`config.mk`:
```
export PLATFORM = sky130hd
export DESIGN_NAME = rdw_ram
export DESIGN_NICKNAME = d
export VERILOG_FILES = /design/src/rtl/rdw_pkg.sv /design/src/rtl/rdw_store.sv /design/src/rtl/rdw_bypass.sv /design/src/rtl/rdw_ram.sv
export SDC_FILE = /design/constraint.sdc
export NUM_CORES = 1
export LEC_CHECK = 0
export BUFFER_PORTS_ARGS = -buffer_cell sky130_fd_sc_hd__buf_2
export CORE_UTILIZATION = 30
export DETAILED_ROUTE_END_ITERATION = 16
export SYNTH_ARGS = -nofsm -noshare
export SYNTH_HDL_FRONTEND = slang
export SYNTH_SLANG_ARGS = --single-unit
export TNS_END_PERCENT = 10
```
`constraint.sdc`:
```
create_clock -name clk_i -period 4.44 [get_ports clk_i]
set_input_delay 0.888 -clock clk_i [delete_from_list [all_inputs] [get_ports clk_i]]
set_output_delay 0.888 -clock clk_i [all_outputs]
set_load 0.1 [all_outputs]
```
`src/rtl/rdw_pkg.sv`:
```
package rdw_pkg;
  typedef enum logic [1:0] {
    RDW_OLD      = 2'd0,
    RDW_NEW      = 2'd1,
    RDW_DONTCARE = 2'd2
  } rdw_mode_e;
endpackage

```
`src/rtl/rdw_store.sv`:
```
// Storage array with registered read; collisions always return the prior word.
module rdw_store #(
  parameter int DATA_W = 16,
  parameter int ADDR_W = 4
) (
  input  logic              clk_i,
  input  logic              we_i,
  input  logic [ADDR_W-1:0] waddr_i,
  input  logic [DATA_W-1:0] wdata_i,
  input  logic [ADDR_W-1:0] raddr_i,
  output logic [DATA_W-1:0] rdata_o
);
  localparam int DEPTH = 1 << ADDR_W;

  logic [DATA_W-1:0] mem_q [DEPTH];
  logic [DATA_W-1:0] rd_q;

  // no reset here: contents and ports are independent of rst_ni
  always_ff @(posedge clk_i) begin
    if (we_i) mem_q[waddr_i] <= wdata_i;
    rd_q <= mem_q[raddr_i];
  end

  assign rdata_o = rd_q;
endmodule

```
`src/rtl/rdw_bypass.sv`:
```
// Forwarding stage: substitutes the written word on a same-edge address match.
module rdw_bypass #(
  parameter int DATA_W = 16,
  parameter int ADDR_W = 4
) (
  input  logic              clk_i,
  input  logic              rst_ni,
  input  logic              we_i,
  input  logic [ADDR_W-1:0] waddr_i,
  input  logic [DATA_W-1:0] wdata_i,
  input  logic [ADDR_W-1:0] raddr_i,
  input  logic [DATA_W-1:0] arr_i,
  output logic [DATA_W-1:0] rdata_o
);
  logic              hit_q;
  logic [DATA_W-1:0] fwd_q;
  logic              live_q;

  // compare uses the same sampled addresses the array sees
  always_ff @(posedge clk_i or negedge rst_ni) begin
    if (!rst_ni) begin
      hit_q  <= 1'b0;
      fwd_q  <= '0;
      live_q <= 1'b0;
    end else begin
      hit_q  <= we_i && (waddr_i == raddr_i);
      fwd_q  <= wdata_i;
      live_q <= 1'b1;
    end
  end

  assign rdata_o = hit_q ? fwd_q : arr_i;

  // a collision on the previous edge yields that edge's write data
  a_r4_new_on_collision: assert property (@(posedge clk_i) disable iff (!rst_ni)
    live_q && $past(we_i && (waddr_i == raddr_i)) |-> rdata_o == $past(wdata_i));
endmodule

```
`src/rtl/rdw_ram.sv`:
```
module rdw_ram #(
  parameter int                DATA_W   = 16,
  parameter int                ADDR_W   = 4,
  parameter rdw_pkg::rdw_mode_e RDW_MODE = rdw_pkg::RDW_NEW
) (
  input  logic              clk_i,
  input  logic              rst_ni,
  input  logic              we_i,
  input  logic [ADDR_W-1:0] waddr_i,
  input  logic [DATA_W-1:0] wdata_i,
  input  logic [ADDR_W-1:0] raddr_i,
  output logic [DATA_W-1:0] rdata_o
);
  logic [DATA_W-1:0] arr_q;

  rdw_store #(.DATA_W(DATA_W), .ADDR_W(ADDR_W)) u_store (
    .clk_i   (clk_i),
    .we_i    (we_i),
    .waddr_i (waddr_i),
    .wdata_i (wdata_i),
    .raddr_i (raddr_i),
    .rdata_o (arr_q)
  );

  generate
    if (RDW_MODE == rdw_pkg::RDW_NEW) begin : g_new
      rdw_bypass #(.DATA_W(DATA_W), .ADDR_W(ADDR_W)) u_bypass (
        .clk_i   (clk_i),
        .rst_ni  (rst_ni),
        .we_i    (we_i),
        .waddr_i (waddr_i),
        .wdata_i (wdata_i),
        .raddr_i (raddr_i),
        .arr_i   (arr_q),
        .rdata_o (rdata_o)
      );
    end else begin : g_plain
      // old-data and don't-care both take the array result directly
      assign rdata_o = arr_q;
    end
  endgenerate

  // cycles since reset, saturating, used only to bound $past depth
  logic [1:0] age_q;
  always_ff @(posedge clk_i or negedge rst_ni) begin
    if (!rst_ni)           age_q <= 2'd0;
    else if (age_q != 2'd2) age_q <= age_q + 2'd1;
  end

  // a write must carry defined address and data
  a_r2_write_known: assert property (@(posedge clk_i) disable iff (!rst_ni)
    we_i |-> !$isunknown({waddr_i, wdata_i}));

  // two quiet edges reading one address leave the output unchanged
  a_r5_quiet_stable: assert property (@(posedge clk_i) disable iff (!rst_ni)
    (age_q == 2'd2) && !$past(we_i) && !$past(we_i, 2) &&
    ($past(raddr_i) == $past(raddr_i, 2)) && !$isunknown($past(rdata_o))
    |-> $stable(rdata_o));

  generate
    if (RDW_MODE == rdw_pkg::RDW_OLD) begin : g_old_chk
      // colliding read equals the prior read of that word when nothing wrote in between
      a_r3_old_on_collision: assert property (@(posedge clk_i) disable iff (!rst_ni)
        (age_q == 2'd2) && $past(we_i && (waddr_i == raddr_i)) && !$past(we_i, 2) &&
        ($past(raddr_i) == $past(raddr_i, 2)) && !$isunknown($past(rdata_o))
        |-> rdata_o == $past(rdata_o));
    end
  endgenerate
endmodule

```
==> impl_metrics.env, run 1 <==
export IMPL_yosysTopAreaCellShare=0.712
export IMPL_clock_fmax_ghz=0.314
export IMPL_crit_family="flip-flops"
export IMPL_grt_pass1_wl_mm=34.7
export IMPL_highest_layer="met5"
export IMPL_grt_max_degree=66
export IMPL_clkLatencyLatePin_ns=0.52
export IMPL_cp_max_fo=16
export IMPL_die_y_um=192
export IMPL_crit_chain="mux2_2, buf_2"
export IMPL_drive_above_1_share=0.298
export IMPL_r2r_worst_path_cells=3
export IMPL_drcViolationCount=0
export IMPL_place_inst=974
export IMPL_cts_root_buf="clkbuf_16"
export IMPL_place_congestion=0.713
export IMPL_cp_arrival_ns=2.30
export IMPL_hold_class="input port to async pin"
export IMPL_synth_seq_cells=289
export IMPL_crit_path_start_kind="flop"
export IMPL_hold_buffers=0
export IMPL_syn_area_per_cell_sq_um=22.7
export IMPL_cap_violations=0
export IMPL_nNetsFinal=569
export IMPL_postCtsSetupRepairBufs=0
export IMPL_first_global_vias=5297
export IMPL_cp_num_buf_inv=1
export IMPL_synthCells=475
export IMPL_synth_nets=502
export IMPL_wl_per_cell_um=22.7
export IMPL_tritoncts="built"
export IMPL_htree_levels=1
export IMPL_grtUsageTotal=0.131
export IMPL_maxSlewHeadroom=0.298
export IMPL_ys_flop_type="edfxtp_1"
export IMPL_slew_viol_final=0
export IMPL_cts_sinks=289
export IMPL_finClkSkew_ns=0.00822
export IMPL_mostFrequentLayoutCells="edfxtp_1 (256), mux4_2 (43), buf_2 (41), a22oi_1 (32), clkbuf_16 (27)"
export IMPL_clk_pin_slew_ns=0.06
export IMPL_fillCellCount=3227
export IMPL_cts_buffers=27
export IMPL_routed_wl_met3_mm=1.25
export IMPL_routedLengthMet1_mm=9.44
export IMPL_vias_per_cell=4.78
export IMPL_max_slew_worst_pin_slew_ns=1.05
export IMPL_initial_utilization=0.304
export IMPL_ctsResizeCount=0
export IMPL_worst_slack_ns=1.25
export IMPL_dpl_hpwl_mm=13.0
export IMPL_drtIter0Drc=374
export IMPL_drtPass1Iterations=4
export IMPL_setup_viol=0
export IMPL_core_sq_um=35500
export IMPL_io_pins=43
export IMPL_ff2ff_setup_slack_ns=3.10
export IMPL_crit_cells=2
export IMPL_slowest_stage="dfrtp_1"
export IMPL_rsz0062_at_grt="no"
export IMPL_layout_commonest_cell="edfxtp_1"
export IMPL_yosys_top_cells_area="edfxtp_1 (71%), mux4_2 (9.0%), mux4_1 (5.1%)"
export IMPL_via_count=4889
export IMPL_power_total_w=0.00557
export IMPL_route_met2_wl_mm=12.1
export IMPL_clock_path_buffers=3
export IMPL_synth_area_sq_um=10800
export IMPL_powerDensity_nw_per_um2=449
export IMPL_status="complete, no violations"
export IMPL_wl_mm=23.3
export IMPL_die_area_sq_um=36700
export IMPL_fp_dieW_um=192
export IMPL_async_flop_share=0.0588
export IMPL_antenna_found_initial=2
export IMPL_ys_types=25
export IMPL_dp_slack_ns=1.59
export IMPL_io_buffers=42
export IMPL_critPathRequiredTime_ns=3.55
export IMPL_hold_viol_final=0
export IMPL_finalCritPeriodShare=0.718
export IMPL_synth_seq_area_share=0.781
export IMPL_period_needed_ns=3.19
export IMPL_rows=69
export IMPL_area_growth_pct=14.8
export IMPL_fin_cells=1023
export IMPL_setup_tns_ns=0
export IMPL_grt_overflow_total=0
export IMPL_critical_path_class="flop to primary output"
export IMPL_max_stage_delay_ns=0.97
export IMPL_synth_edf_count=256
export IMPL_yosys_area_top_type="edfxtp_1"
export IMPL_vdd_ir_drop_max_v=0.000313
export IMPL_endpoint_kind="primary output"
export IMPL_power_leakage_nw=4.07
export IMPL_yosys_warnings=0
export IMPL_ant_nets=0
==> synth_stat cells, types with 4 or more instances <==
| cell type | count |
|---|---|
| mux2_2 | 16 |
| dfxtp_1 | 16 |
| a22oi_1 | 32 |
| dfrtp_1 | 17 |
| mux4_2 | 43 |
| edfxtp_1 | 256 |
| nor2_1 | 13 |
| nor3_1 | 4 |
| buf_6 | 4 |
| clkbuf_1 | 8 |
| buf_8 | 4 |
| buf_2 | 6 |
| mux4_1 | 21 |
| nand2_1 | 18 |
==> layout make-up <==
type,count,area (sq um),area share
Antenna cell,1,2.50,0.000202
Clock buffer,35,706,0.0569
Clock inverter,13,88.8,0.00717
Multi-Input combinational cell,161,2210,0.178
Sequential cell,289,8430,0.680
Tap cell,461,577,0.0465
Timing Repair Buffer,63,383,0.0309
==> cells by family after synthesis <==
group                  count (synthesis)  synth area share
buffers and inverters                 25            0.0170
AND/OR/NAND/NOR                       45            0.0188
flip-flops                           289             0.781
AO/OA/AOI/OAI                         32            0.0223
XOR/XNOR                               4           0.00325
multiplexers                          80             0.158
==> per-layer routing <==
layer / global-route usage / vias to the layer above
met5: 0 / -
met1: 0.161 / 2608
met3: 0.0272 / 37
li1: - / 2127
met4: 0.0360 / 2
met2: 0.230 / 115
==> final timing paths <==
check / start / end
min in group clk_i: we_i / g_new.u_bypass.hit_q
worst max-delay path: g_new.u_bypass.hit_q / rdata_o[5]
max in group asynchronous: rst_ni / g_new.u_bypass.hit_q
worst min register to register: u_store.mem_q[15][0] / u_store.rdata_o[0]
worst max register to register: u_store.mem_q[1][1] / u_store.rdata_o[1]
worst min-delay path: rst_ni / g_new.u_bypass.fwd_q[8]
==> registers in the layout, indices dropped and copies added (netlist names) <==
| name | flops |
|---|---|
| g_new.u_bypass.fwd_q | 16 |
| u_store.mem_q | 256 |
| u_store.rdata_o | 16 |
| g_new.u_bypass.hit_q | 1 |
==> stage by stage <==
| step | area [sq um] | util | hold WS [ns] |
|---|---|---|---|
| floorplan | 10800 | - | 0.592 |
| global placement | 11600 | 0.327 | 0.648 |
| detailed placement | 11600 | 0.327 | 0.662 |
| CTS | 12400 | 0.349 | 0.345 |
| global route | 12400 | 0.349 | 0.370 |
| finish | 12400 | 0.349 | 0.351 |
==> report_power, final <==
part	switching, W	leakage (nW)	internal, W	total, W
clock network	0.000921	0.392	0.00117	0.00210
logic	0.000299	1.03	0.000122	0.000421
registers	0.0000204	2.65	0.00303	0.00305
Power figures use the tool's default switching activity.
==> run 2: changes to the inputs <==
clock period = 2.7 ns   (was 4.44 ns; I/O delays follow)
==> impl_metrics.env, run 2 (synthesis results as in run 1) <==
export IMPL_clock_fmax_ghz=0.388
export IMPL_worst_slack_ns=0.122
export IMPL_cp_arrival_ns=2.04
export IMPL_wl_mm=23.5
export IMPL_cts_buffers=27
export IMPL_drcViolationCount=0
export IMPL_drtIter0Drc=371
export IMPL_critPathRequiredTime_ns=2.16
export IMPL_first_global_vias=5355
export IMPL_area_growth_pct=16.6
export IMPL_place_inst=981
export IMPL_core_sq_um=35500
export IMPL_via_count=4976
export IMPL_clkLatencyLatePin_ns=0.52
export IMPL_slew_viol_final=0
export IMPL_period_needed_ns=2.58
export IMPL_grt_max_degree=66
export IMPL_grt_overflow_total=0
export IMPL_cts_root_buf="clkbuf_16"
export IMPL_r2r_worst_path_cells=3
export IMPL_clk_pin_slew_ns=0.06
export IMPL_die_area_sq_um=36700
export IMPL_rsz0062_at_grt="no"
export IMPL_cp_max_fo=11
export IMPL_maxSlewHeadroom=0.651
export IMPL_io_buffers=42
export IMPL_max_slew_worst_pin_slew_ns=0.524
export IMPL_fillCellCount=3196
export IMPL_dpl_hpwl_mm=13.5
export IMPL_ant_nets=0
export IMPL_critical_path_class="flop to primary output"
export IMPL_antenna_found_initial=1
export IMPL_nNetsFinal=577
export IMPL_holdPathStages=1
export IMPL_layout_commonest_cell="edfxtp_1"
export IMPL_powerDensity_nw_per_um2=758
export IMPL_drive_above_1_share=0.307
export IMPL_dp_slack_ns=0.539
export IMPL_wl_per_cell_um=22.8
export IMPL_clock_path_buffers=3
export IMPL_initial_utilization=0.304
export IMPL_rows=69
export IMPL_endpoint_kind="primary output"
export IMPL_finClkSkew_ns=0.00835
export IMPL_mostFrequentLayoutCells="edfxtp_1 (256), mux4_2 (43), buf_2 (41), a22oi_1 (32), clkbuf_16 (29)"
export IMPL_tritoncts="built"
export IMPL_setup_tns_ns=0
export IMPL_place_congestion=0.713
export IMPL_status="complete, no violations"
export IMPL_cap_violations=0
export IMPL_hold_class="input port to flop"
export IMPL_vias_per_cell=4.83
export IMPL_power_leakage_nw=4.17
export IMPL_finalCritPeriodShare=0.955
export IMPL_htree_levels=1
export IMPL_drtPass1Iterations=5
export IMPL_vdd_ir_drop_max_v=0.000509
export IMPL_diodes=0
export IMPL_postCtsSetupRepairBufs=0
export IMPL_power_total_w=0.00953
export IMPL_io_pins=43
export IMPL_top_register="u_store.mem_q"
export IMPL_crit_path_start_kind="flop"
export IMPL_hold_viol_final=0
export IMPL_ctsResizeCount=0
export IMPL_die_y_um=192
export IMPL_grtUsageTotal=0.131
export IMPL_ff2ff_setup_slack_ns=1.39
export IMPL_setup_viol=0
export IMPL_grt_pass1_wl_mm=34.8
export IMPL_fin_cells=1031
export IMPL_cts_sinks=289
export IMPL_largest_register_ffs=256
export IMPL_fp_dieW_um=192
[run 2: path summary, 6_finish.rpt]
| path | start | to |
|---|---|---|
| max | g_new.u_bypass.hit_q | rdata_o[14] |
| min | wdata_i[10] | g_new.u_bypass.fwd_q[10] |
| max reg2reg | u_store.mem_q[2][9] | u_store.rdata_o[9] |
| min reg2reg | u_store.mem_q[12][11] | u_store.rdata_o[11] |
| max in group asynchronous | rst_ni | g_new.u_bypass.fwd_q[0] |
| min in group asynchronous | rst_ni | g_new.u_bypass.fwd_q[9] |
[run 2: worst max-delay path, cell delays in order, from the launching register on]
cell	delay [ns]
dfrtp_1	0.48
buf_4	0.29
mux2_2	0.42
buf_2	0.31
[run 2: through the flow]
stage	hold WS [ns]	util	instance area [sq um]
after floorplan	0.244	-	10800
after global placement	0.523	0.329	11700
after detailed placement	0.537	0.329	11700
after CTS	0.258	0.355	12600
after global routing	0.268	0.355	12600
final	0.276	0.355	12600
[run 2: area by class of cell]
class                           instances  area (sq um)  share of cell area
Multi-Input combinational cell        161          2210               0.175
Tap cell                              461           577              0.0458
Sequential cell                       289          8430               0.670
Clock buffer                           40           777              0.0618
Timing Repair Buffer                   71           470              0.0374
Clock inverter                          9           119             0.00945
[run 2: power breakdown]
group | total, W | internal, W | leakage [nW] | switching, W
clock | 0.00381 | 0.00227 | 0.440 | 0.00153
combinational | 0.000709 | 0.000209 | 1.08 | 0.000500
sequential | 0.00502 | 0.00499 | 2.65 | 0.0000308
total | 0.00953 | 0.00747 | 4.17 | 0.00206
[run 2: routing by layer]
| layer | track usage | part of all wire | routed length [um] |
|---|---|---|---|
| met4 | 0.0296 | 0.016 | 376 |
| met5 | 0 | 0 | 0 |
| met2 | 0.236 | 0.52 | 12200 |
| met3 | 0.0190 | 0.043 | 1010 |
| met1 | 0.167 | 0.42 | 9850 |
[run 2: what timing repair did]
action / CTS / global route
endpoints found under the hold margin: 13 / 0
setup endpoints to repair: 0 / 0
hold buffers: 1 / 0
